## config.mk

```make
export PLATFORM = sky130hd
export DESIGN_NAME = pair_hazard
export DESIGN_NICKNAME = d
export VERILOG_FILES = /design/src/rtl/pair_hazard.sv
export SDC_FILE = /design/constraint.sdc
export NUM_CORES = 1
export LEC_CHECK = 0
export BUFFER_PORTS_ARGS = -buffer_cell sky130_fd_sc_hd__buf_2
export CAP_MARGIN = 20
export CORE_AREA = 2 2 39 41
export DETAILED_ROUTE_END_ITERATION = 8
export DIE_AREA = 0 0 41 43
export SLEW_MARGIN = 10
export SYNTH_ARGS = -nofsm -noshare
export SYNTH_HDL_FRONTEND = slang
export SYNTH_SLANG_ARGS = --single-unit
```

## constraint.sdc

```tcl
create_clock -name vclk -period 0.8
set_input_delay 0.04 -clock vclk [all_inputs]
set_output_delay 0.04 -clock vclk [all_outputs]
set_load 0.1 [all_outputs]
```

## src/rtl/pair_hazard.sv

```systemverilog
module pair_hazard #(
    parameter int REG_W = 5,
    parameter int NSRC  = 2
) (
    input  logic                  a_dst_we,
    input  logic [REG_W-1:0]      a_dst,
    input  logic                  b_dst_we,
    input  logic [REG_W-1:0]      b_dst,
    input  logic [NSRC*REG_W-1:0] b_src,
    output logic                  raw,
    output logic                  waw
);

    logic [NSRC-1:0] src_hit;

    for (genvar k = 0; k < NSRC; k++) begin : g_src
        assign src_hit[k] = (b_src[k*REG_W +: REG_W] == a_dst);
    end

    always_comb begin
        raw = a_dst_we && (|src_hit);
        waw = a_dst_we && b_dst_we && (a_dst == b_dst);
    end

    // a_r11_waw_needs_writes: a WAW flag only with both write flags set
    always_comb begin
        a_r11_waw_needs_writes: assert (!waw || (a_dst_we && b_dst_we))
            else $error("R11 WAW flagged without both writes");
        a_r11_raw_needs_write: assert (!raw || a_dst_we)
            else $error("R11 RAW flagged without A write");
    end

endmodule

```

==> results of run 1 <==
## layer usage
layer	up-vias	global-route usage (%)	wire, um
li1	126	-	-
met1	105	7.42	212
met2	16	14.7	321
met3	0	0	64
met4	0	0	0
met5	-	0	0
## cells by family (layout without fill, tap and decap cells)
family                 count (synthesis)  count (layout)
XOR/XNOR                              15              15
AND/OR/NAND/NOR                        7               7
AO/OA/AOI/OAI                          1               1
buffers and inverters                  0              24
## critical path, delay by kind of cell
family,cells,cell delay [ns]
AND/OR/NAND/NOR,1,0.15
AO/OA/AOI/OAI,1,0.19
buffers and inverters,2,0.30
XOR/XNOR,1,0.15
## final cells by class
cell class                      count  area [um2]  share of cell area (%)
Tap cell                           16        20.0                    3.74
Multi-Input combinational cell     23         299                    55.8
Timing Repair Buffer               24         216                    40.4
## cells in the mapped netlist (all sizes together)
| library cell | n | area (um2) |
|---|---|---|
| nand2 | 2 | 7.51 |
| nand4 | 3 | 18.8 |
| nor2 | 1 | 3.75 |
| xnor2 | 15 | 131 |
| nand3 | 1 | 5.00 |
| o22ai | 1 | 6.26 |
## through the flow
stage | util [%] | instances | setup WS [ns]
finish | 38.7 | 63 | -0.0914
global route | 38.7 | 63 | -0.116
CTS | 37.3 | 63 | -0.0964
detailed placement | 30.7 | 63 | -0.142
global placement | 30.7 | 63 | -0.141
floorplan | - | 23 | -0.135
## worst paths after layout
check | slack [ns] | to
worst max-delay path | -0.09 | raw
worst min-delay path | 0.49 | waw
## timing repair
item,4_1_cts,5_1_grt
hold endpoints to repair,0,0
pin swaps,13,6
endpoints found under the setup margin,2,2
gates resized for setup,19,3
## power by group through the flow
stage / sequential [mW] / clock, mW / combinational, mW
2_1_floorplan: 0 / 0 / 0.132
3_3_place_gp: 0 / 0 / 0.240
3_5_place_dp: 0 / 0 / 0.241
4_1_cts: 0 / 0 / 0.293
5_1_grt: 0 / 0 / 0.320
6_report: 0 / 0 / 0.300
==> results.json, run 1 <==
{
  "clkPwrFrac_pct": 0,
  "hp-class": "input port to primary output",
  "hold_buffers": 0,
  "period_share_pct": 111,
  "wire_per_inst_um": 9.49,
  "die_area_mm2": 0.00176,
  "firstDrtPassIters": 1,
  "place_area_um2": 424,
  "drtAntennaViolNets": 0,
  "synth_area_per_cell_um2": 7.51,
  "fillers": 141,
  "fmax_ghz": 1.12,
  "synth_compound_area_share_pct": 3.62,
  "num_antenna_cells": 0,
  "hold_violations": 0,
  "die_x_um": 41,
  "synth_top_family_by_area": "XOR/XNOR gates",
  "p_sw_mw": 0.118,
  "drt_iter0_drc": 0,
  "yosysUniqueCellTypes": 6,
  "worstPathRequired_ns": 0.76,
  "maxCapViolations": 0,
  "antenna_found_initial": 0,
  "start_util_pct": 12.5,
  "outcome": "finished with violations",
  "rows": 14,
  "syn_inst": 23,
  "p_comb_share_pct": 100.0,
  "slew_violations": 0,
  "mostFrequentLayoutCells": "xnor2_2, buf_2, buf_6",
  "worst_pin_slew_ns": 0.152,
  "vias": 247,
  "rsz0062_at_grt": "yes",
  "worstPathCellList": "buf_6 > xnor2_2 > nand4_1 > o22ai_4 > buf_12",
  "drt_wl_total_um": 598,
  "leakage_nw": 0.245,
  "critPathMaxFanout": 3,
  "slowest_delay_ns": 0.19,
  "overflow": 0,
  "crit_path_start_kind": "input port",
  "critPathKind": "input port to primary output",
  "grt_usage_pct": 7.04,
  "gp_congestion": 0.596,
  "tns_ns": -0.0930,
  "hold_ws_ns": 0.491,
  "final_nets": 71,
  "seqPwrFrac_pct": 0,
  "finalSetupViolations": 2,
  "drive_gt1_share_pct": 85.1,
  "end_kind": "primary output",
  "clkbuf_count": 0,
  "holdPathStages": 4,
  "first_global_vias": 255,
  "yosys_warnings": 0,
  "powerDensity_mw_per_mm2": 561,
  "grt_start_max_net_pins": 4,
  "fin_total_pwr_mw": 0.300,
  "layout_setup_ws_ns": -0.0914,
  "post_cts_buffers": 0,
  "violations": "negative setup slack",
  "port_buffers": 24,
  "syn_area_um2": 173,
  "final_common_cell": "xnor2_2",
  "core_area_mm2": 0.00138,
  "design.seq.count": 0,
  "synth_fp_nets": 45,
  "p_sw_share_pct": 39.4,
  "cpMaxStageDelayCell": "o22ai_4",
  "drc": 0,
  "grt_pass1_wl_um": 903,
  "ioPinCount": 24,
  "areaGrowthSynthToFinish_pct": 210,
  "internal-power_mw": 0.182,
  "cp.arrival_ns": 0.85,
  "synth_seq_area_share_pct": 0,
  "crit_start": "a_dst[2]",
  "synthSimpleGateAreaFrac_pct": 20.3,
  "vias_per_cell": 3.92,
  "min_period_ns": 0.891,
  "peakVddDrop_mv": 0.190,
  "design_area_um2": 536,
  "hold_start": "b_dst_we",
  "relSlewSlack_pct": 89.8,
  "seqCellArea_um2": 0,
  "die_y_um": 43,
  "synthAdderAreaFrac_pct": 0,
  "synthMuxAreaShare_pct": 0,
  "synth_xor_area_share_pct": 76.1
}
Note: power is estimated with default switching activity, not from simulation.
==> run 2: changes to the inputs <==
==> constraint.sdc (replaced) <==
create_clock -name vclk -period 0.8
set_input_delay 0.04 -clock vclk [all_inputs]
set_output_delay 0.04 -clock vclk [all_outputs]
set_load 0.01 [all_outputs]
==> results.json, run 2 (synthesized netlist as in run 1, its figures left out) <==
{
  "clkPwrFrac_pct": 0,
  "grt_pass1_wl_um": 876,
  "drt_wl_total_um": 616,
  "critPathKind": "input port to primary output",
  "p_sw_share_pct": 38.5,
  "tns_ns": 0,
  "period_share_pct": 97.1,
  "antenna_found_initial": 0,
  "crit_path_start_kind": "input port",
  "worstPathCellList": "buf_2 > xnor2_2 > nand4_1 > o22ai_2 > buf_2",
  "crit_family": "buffers and inverters",
  "cpMaxStageDelayCell": "o22ai_2",
  "gp_congestion": 0.640,
  "mostFrequentLayoutCells": "buf_2, xnor2_2, xnor2_1",
  "firstDrtPassIters": 1,
  "worstPathRequired_ns": 0.76,
  "worst_path_most_repeated_cell": "buf_2",
  "clkbuf_count": 0,
  "rows": 14,
  "drc": 0,
  "overflow": 0,
  "pre_cts_ws_ns": -0.0336,
  "vias": 248,
  "fillers": 162,
  "die_area_mm2": 0.00176,
  "hold_violations": 0,
  "worst_pin_slew_ns": 0.163,
  "peakVddDrop_mv": 0.175,
  "fin_cells": 63,
  "min_period_ns": 0.777,
  "grt_usage_pct": 6.80,
  "internal-power_mw": 0.135,
  "hp-class": "input port to primary output",
  "drt_iter0_drc": 0,
  "p_comb_share_pct": 100.0,
  "fin_total_pwr_mw": 0.220,
  "finalSetupViolations": 0,
  "wire_per_inst_um": 9.78,
  "final_nets": 71,
  "holdPathStages": 4,
  "seqCellArea_um2": 0,
  "ioPinCount": 24,
  "final_common_cell": "buf_2",
  "maxCapViolations": 0,
  "die_y_um": 43,
  "layout_setup_ws_ns": 0.0229,
  "num_antenna_cells": 0,
  "areaGrowthSynthToFinish_pct": 136,
  "grt_start_max_net_pins": 4,
  "cp.arrival_ns": 0.74,
  "rsz0062_at_grt": "yes",
  "leakage_nw": 0.196,
  "post_cts_buffers": 0,
  "powerDensity_mw_per_mm2": 540,
  "seqPwrFrac_pct": 0,
  "min_to": "waw",
  "start_util_pct": 12.5,
  "critPathMaxFanout": 1,
  "fmax_ghz": 1.29,
  "drive_gt1_share_pct": 72.3,
  "hold_buffers": 0,
  "vias_per_cell": 3.94,
  "slowest_delay_ns": 0.17,
  "design.seq.count": 0,
  "hold_start": "b_dst_we",
  "p_sw_mw": 0.0847,
  "port_buffers": 24,
  "relSlewSlack_pct": 89.1,
  "core_area_mm2": 0.00138,
  "crit_buf_inv": 2,
  "first_global_vias": 246,
  "outcome": "complete, no violations",
  "end_kind": "primary output",
  "drtAntennaViolNets": 0,
  "slew_violations": 0,
  "die_x_um": 41,
  "dp_cells": 63
}
## run 2: power by group through the flow
stage / clock, mW / sequential, mW / combinational [mW]
floorplan: 0 / 0 / 0.0782
global placement: 0 / 0 / 0.162
detailed placement: 0 / 0 / 0.164
CTS: 0 / 0 / 0.178
global route: 0 / 0 / 0.239
finish: 0 / 0 / 0.220
## run 2: per-layer routing
layer / GRT usage [%] / part of all wire [%] / wire length [um]
met5: 0 / 0 / 0
met1: 7.30 / 36 / 224
met2: 13.8 / 55 / 340
met4: 0 / 0 / 0
met3: 0.524 / 8.3 / 51
## run 2: worst max path at each step
stage | cells after the start | slack, ns | endpoint | startpoint
floorplan | 3 | 0.24 | raw | b_src[2]
global placement | 5 | -0.02 | raw | a_dst[1]
detailed placement | 5 | -0.03 | raw | a_dst[1]
finish | 5 | 0.02 | raw | b_src[0]
global route | 5 | -0.06 | raw | a_dst[2]
CTS | 5 | 0.008 | raw | a_dst[1]
## run 2: area by class of cell
type,count,area [um2],share of cell area (%)
timing repair buffer,24,141,34.7
multi-input combinational,23,246,60.4
tap,16,20.0,4.91
## run 2: repair_timing
item	4_1_cts	5_1_grt
pin swaps	1	8
resized for setup	3	17
gates cloned	0	0
setup endpoints to repair	1	1
## run 2: per-stage QoR
stage	cell area, um2	utilization, %	hold slack, ns
final	408	29.5	0.402
after global placement	313	22.6	0.402
after detailed placement	313	22.6	0.408
after CTS	335	24.2	0.408
after floorplan	173	-	0.182
after global routing	408	29.5	0.429
==> run 3: changes to the inputs <==
--- a/config.mk
+++ b/config.mk
@@ -5,6 +5,7 @@
 export SDC_FILE = /design/constraint.sdc
 export NUM_CORES = 1
 export LEC_CHECK = 0
+export ABC_AREA = 1
 export BUFFER_PORTS_ARGS = -buffer_cell sky130_fd_sc_hd__buf_2
 export CAP_MARGIN = 20
 export CORE_AREA = 2 2 39 41
==> results.json, run 3 <==
{
  "synth_top_area_cell": "nand2_1",
  "synth_fp_nets": 78,
  "maxCapViolations": 0,
  "dp_hpwl_um": 626,
  "first_global_vias": 267,
  "grt_usage_pct": 6.99,
  "areaGrowthSynthToFinish_pct": 87.6,
  "gp_congestion": 0.698,
  "drt_wl_total_um": 718,
  "seqCellArea_um2": 0,
  "mostFrequentLayoutCells": "nand2_1, buf_2, inv_1",
  "layout_setup_ws_ns": 0.0429,
  "leakage_nw": 0.284,
  "clkbuf_count": 0,
  "synth.top_cell.area_share_pct": 34.2,
  "overflow": 0,
  "design.seq.count": 0,
  "relSlewSlack_pct": 88.3,
  "yosysUniqueCellTypes": 13,
  "die_area_mm2": 0.00176,
  "rsz0062_at_grt": "yes",
  "num_antenna_cells": 0,
  "cp.arrival_ns": 0.72,
  "final_nets": 104,
  "vias_per_cell": 3.95,
  "pre_cts_ws_ns": -0.0275,
  "fillers": 166,
  "critPathMaxFanout": 4,
  "vias": 379,
  "post_cts_buffers": 0,
  "drc": 0,
  "crit_path_start_kind": "input port",
  "ioPinCount": 24,
  "yosys.cell_count.top_type": "nand2_1",
  "drtAntennaViolNets": 0,
  "powerDensity_mw_per_mm2": 455,
  "synth_common_cells": "nand2_1, inv_1, nor2_1",
  "die_y_um": 43,
  "drt_iter0_drc": 1,
  "outcome": "complete, no violations",
  "wire_per_inst_um": 7.48,
  "fin_cells": 96,
  "port_buffers": 24,
  "min_period_ns": 0.757,
  "final_common_cell": "nand2_1",
  "dp_cells": 96,
  "start_util_pct": 18.3,
  "syn_inst": 56,
  "yosys_warnings": 0,
  "critPathKind": "input port to primary output",
  "period_share_pct": 94.6,
  "worstPathRequired_ns": 0.76,
  "grt_start_max_net_pins": 5,
  "grt_pass1_wl_um": 924,
  "hp-class": "input port to primary output",
  "antenna_found_initial": 0,
  "synth_area_leaders": "nand2_1, inv_1, nor2_1",
  "hold_ws_ns": 0.400,
  "drive_gt1_share_pct": 48.8,
  "end_kind": "primary output",
  "synth_seq_area_share_pct": 0,
  "finalSetupViolations": 0,
  "synth_area_per_cell_um2": 4.51,
  "rows": 14,
  "hold_violations": 0,
  "slew_violations": 0,
  "core_area_mm2": 0.00138,
  "firstDrtPassIters": 2,
  "worst_pin_slew_ns": 0.175,
  "syn_area_um2": 253,
  "die_x_um": 41,
  "crit_start": "a_dst[0]",
  "endpoint": "raw",
  "peakVddDrop_mv": 0.168,
  "fmax_ghz": 1.32
}
==> run 3: changes by cell type after synthesis, sizes merged, moves of 2 or more <==
cell and delta:
nand2 +21, inv +13, xnor2 -12, nor2 +7, nand4 -2, o21ai +2
==> run 3: area by class of cell <==
| class | count | area (um2) | area share, % |
|---|---|---|---|
| Multi-Input combinational cell | 43 | 223 | 47.0 |
| Tap cell | 16 | 20.0 | 4.22 |
| Timing Repair Buffer | 24 | 178 | 37.5 |
| Inverter | 13 | 53.8 | 11.3 |
==> run 3: what timing repair did <==
action | in CTS | in global routing
endpoints found under the setup margin | 2 | 2
gates resized for setup | 6 | 22
hold buffers | 0 | 0
pin swaps | 8 | 16
==> run 3: per-layer routing <==
| layer | vias to the layer above | wire (um) | track usage (%) |
|---|---|---|---|
| met5 | - | 0 | 0 |
| met4 | 0 | 0 | 0 |
| met3 | 0 | 84 | 1.05 |
| met2 | 15 | 352 | 12.2 |
| met1 | 151 | 280 | 9.18 |
| li1 | 213 | - | - |
==> run 3: logic make-up (layout without fill, tap and decap cells) <==
kind of cell    Yosys count  count (layout)  synth area share, %
compound gates            4               4                 10.9
xor+xnor                  4               4                 13.9
buf+inv                  13              37                 19.3
simple gates             35              35                 55.9
==> run 3: worst min path at each step <==
stage | start | endpoint | cells past startpoint
floorplan | a_dst_we | raw | 2
global placement | a_dst_we | raw | 4
detailed placement | a_dst_we | raw | 4
CTS | a_dst_we | raw | 4
global route | a_dst_we | raw | 4
finish | a_dst_we | raw | 4
==> run 3: where the power goes <==
group          leakage [nW]  switching (mW)  total, mW  internal [mW]
clock                     0               0          0              0
combinational         0.284          0.0960      0.216          0.120
sequential                0               0          0              0
total                 0.284          0.0960      0.216          0.120
==> run 3: critical path, stage by stage <==
cell and delay, ns:
buf_6 0.10, nor2_2 0.09, nor2_1 0.04, nor2_1 0.09
nand3_1 0.09, a21oi_2 0.13, buf_2 0.13
==> run 3: per-stage QoR <==
stage | power (mW) | utilization, % | TNS [ns] | cell area (um2)
6_report | 0.216 | 34.3 | 0 | 474
5_1_grt | 0.240 | 34.3 | -0.0133 | 474
2_1_floorplan | 0.0871 | - | 0 | 253
3_5_place_dp | 0.171 | 28.4 | -0.0316 | 393
3_3_place_gp | 0.168 | 28.4 | -0.0247 | 393
4_1_cts | 0.182 | 29.7 | 0 | 412
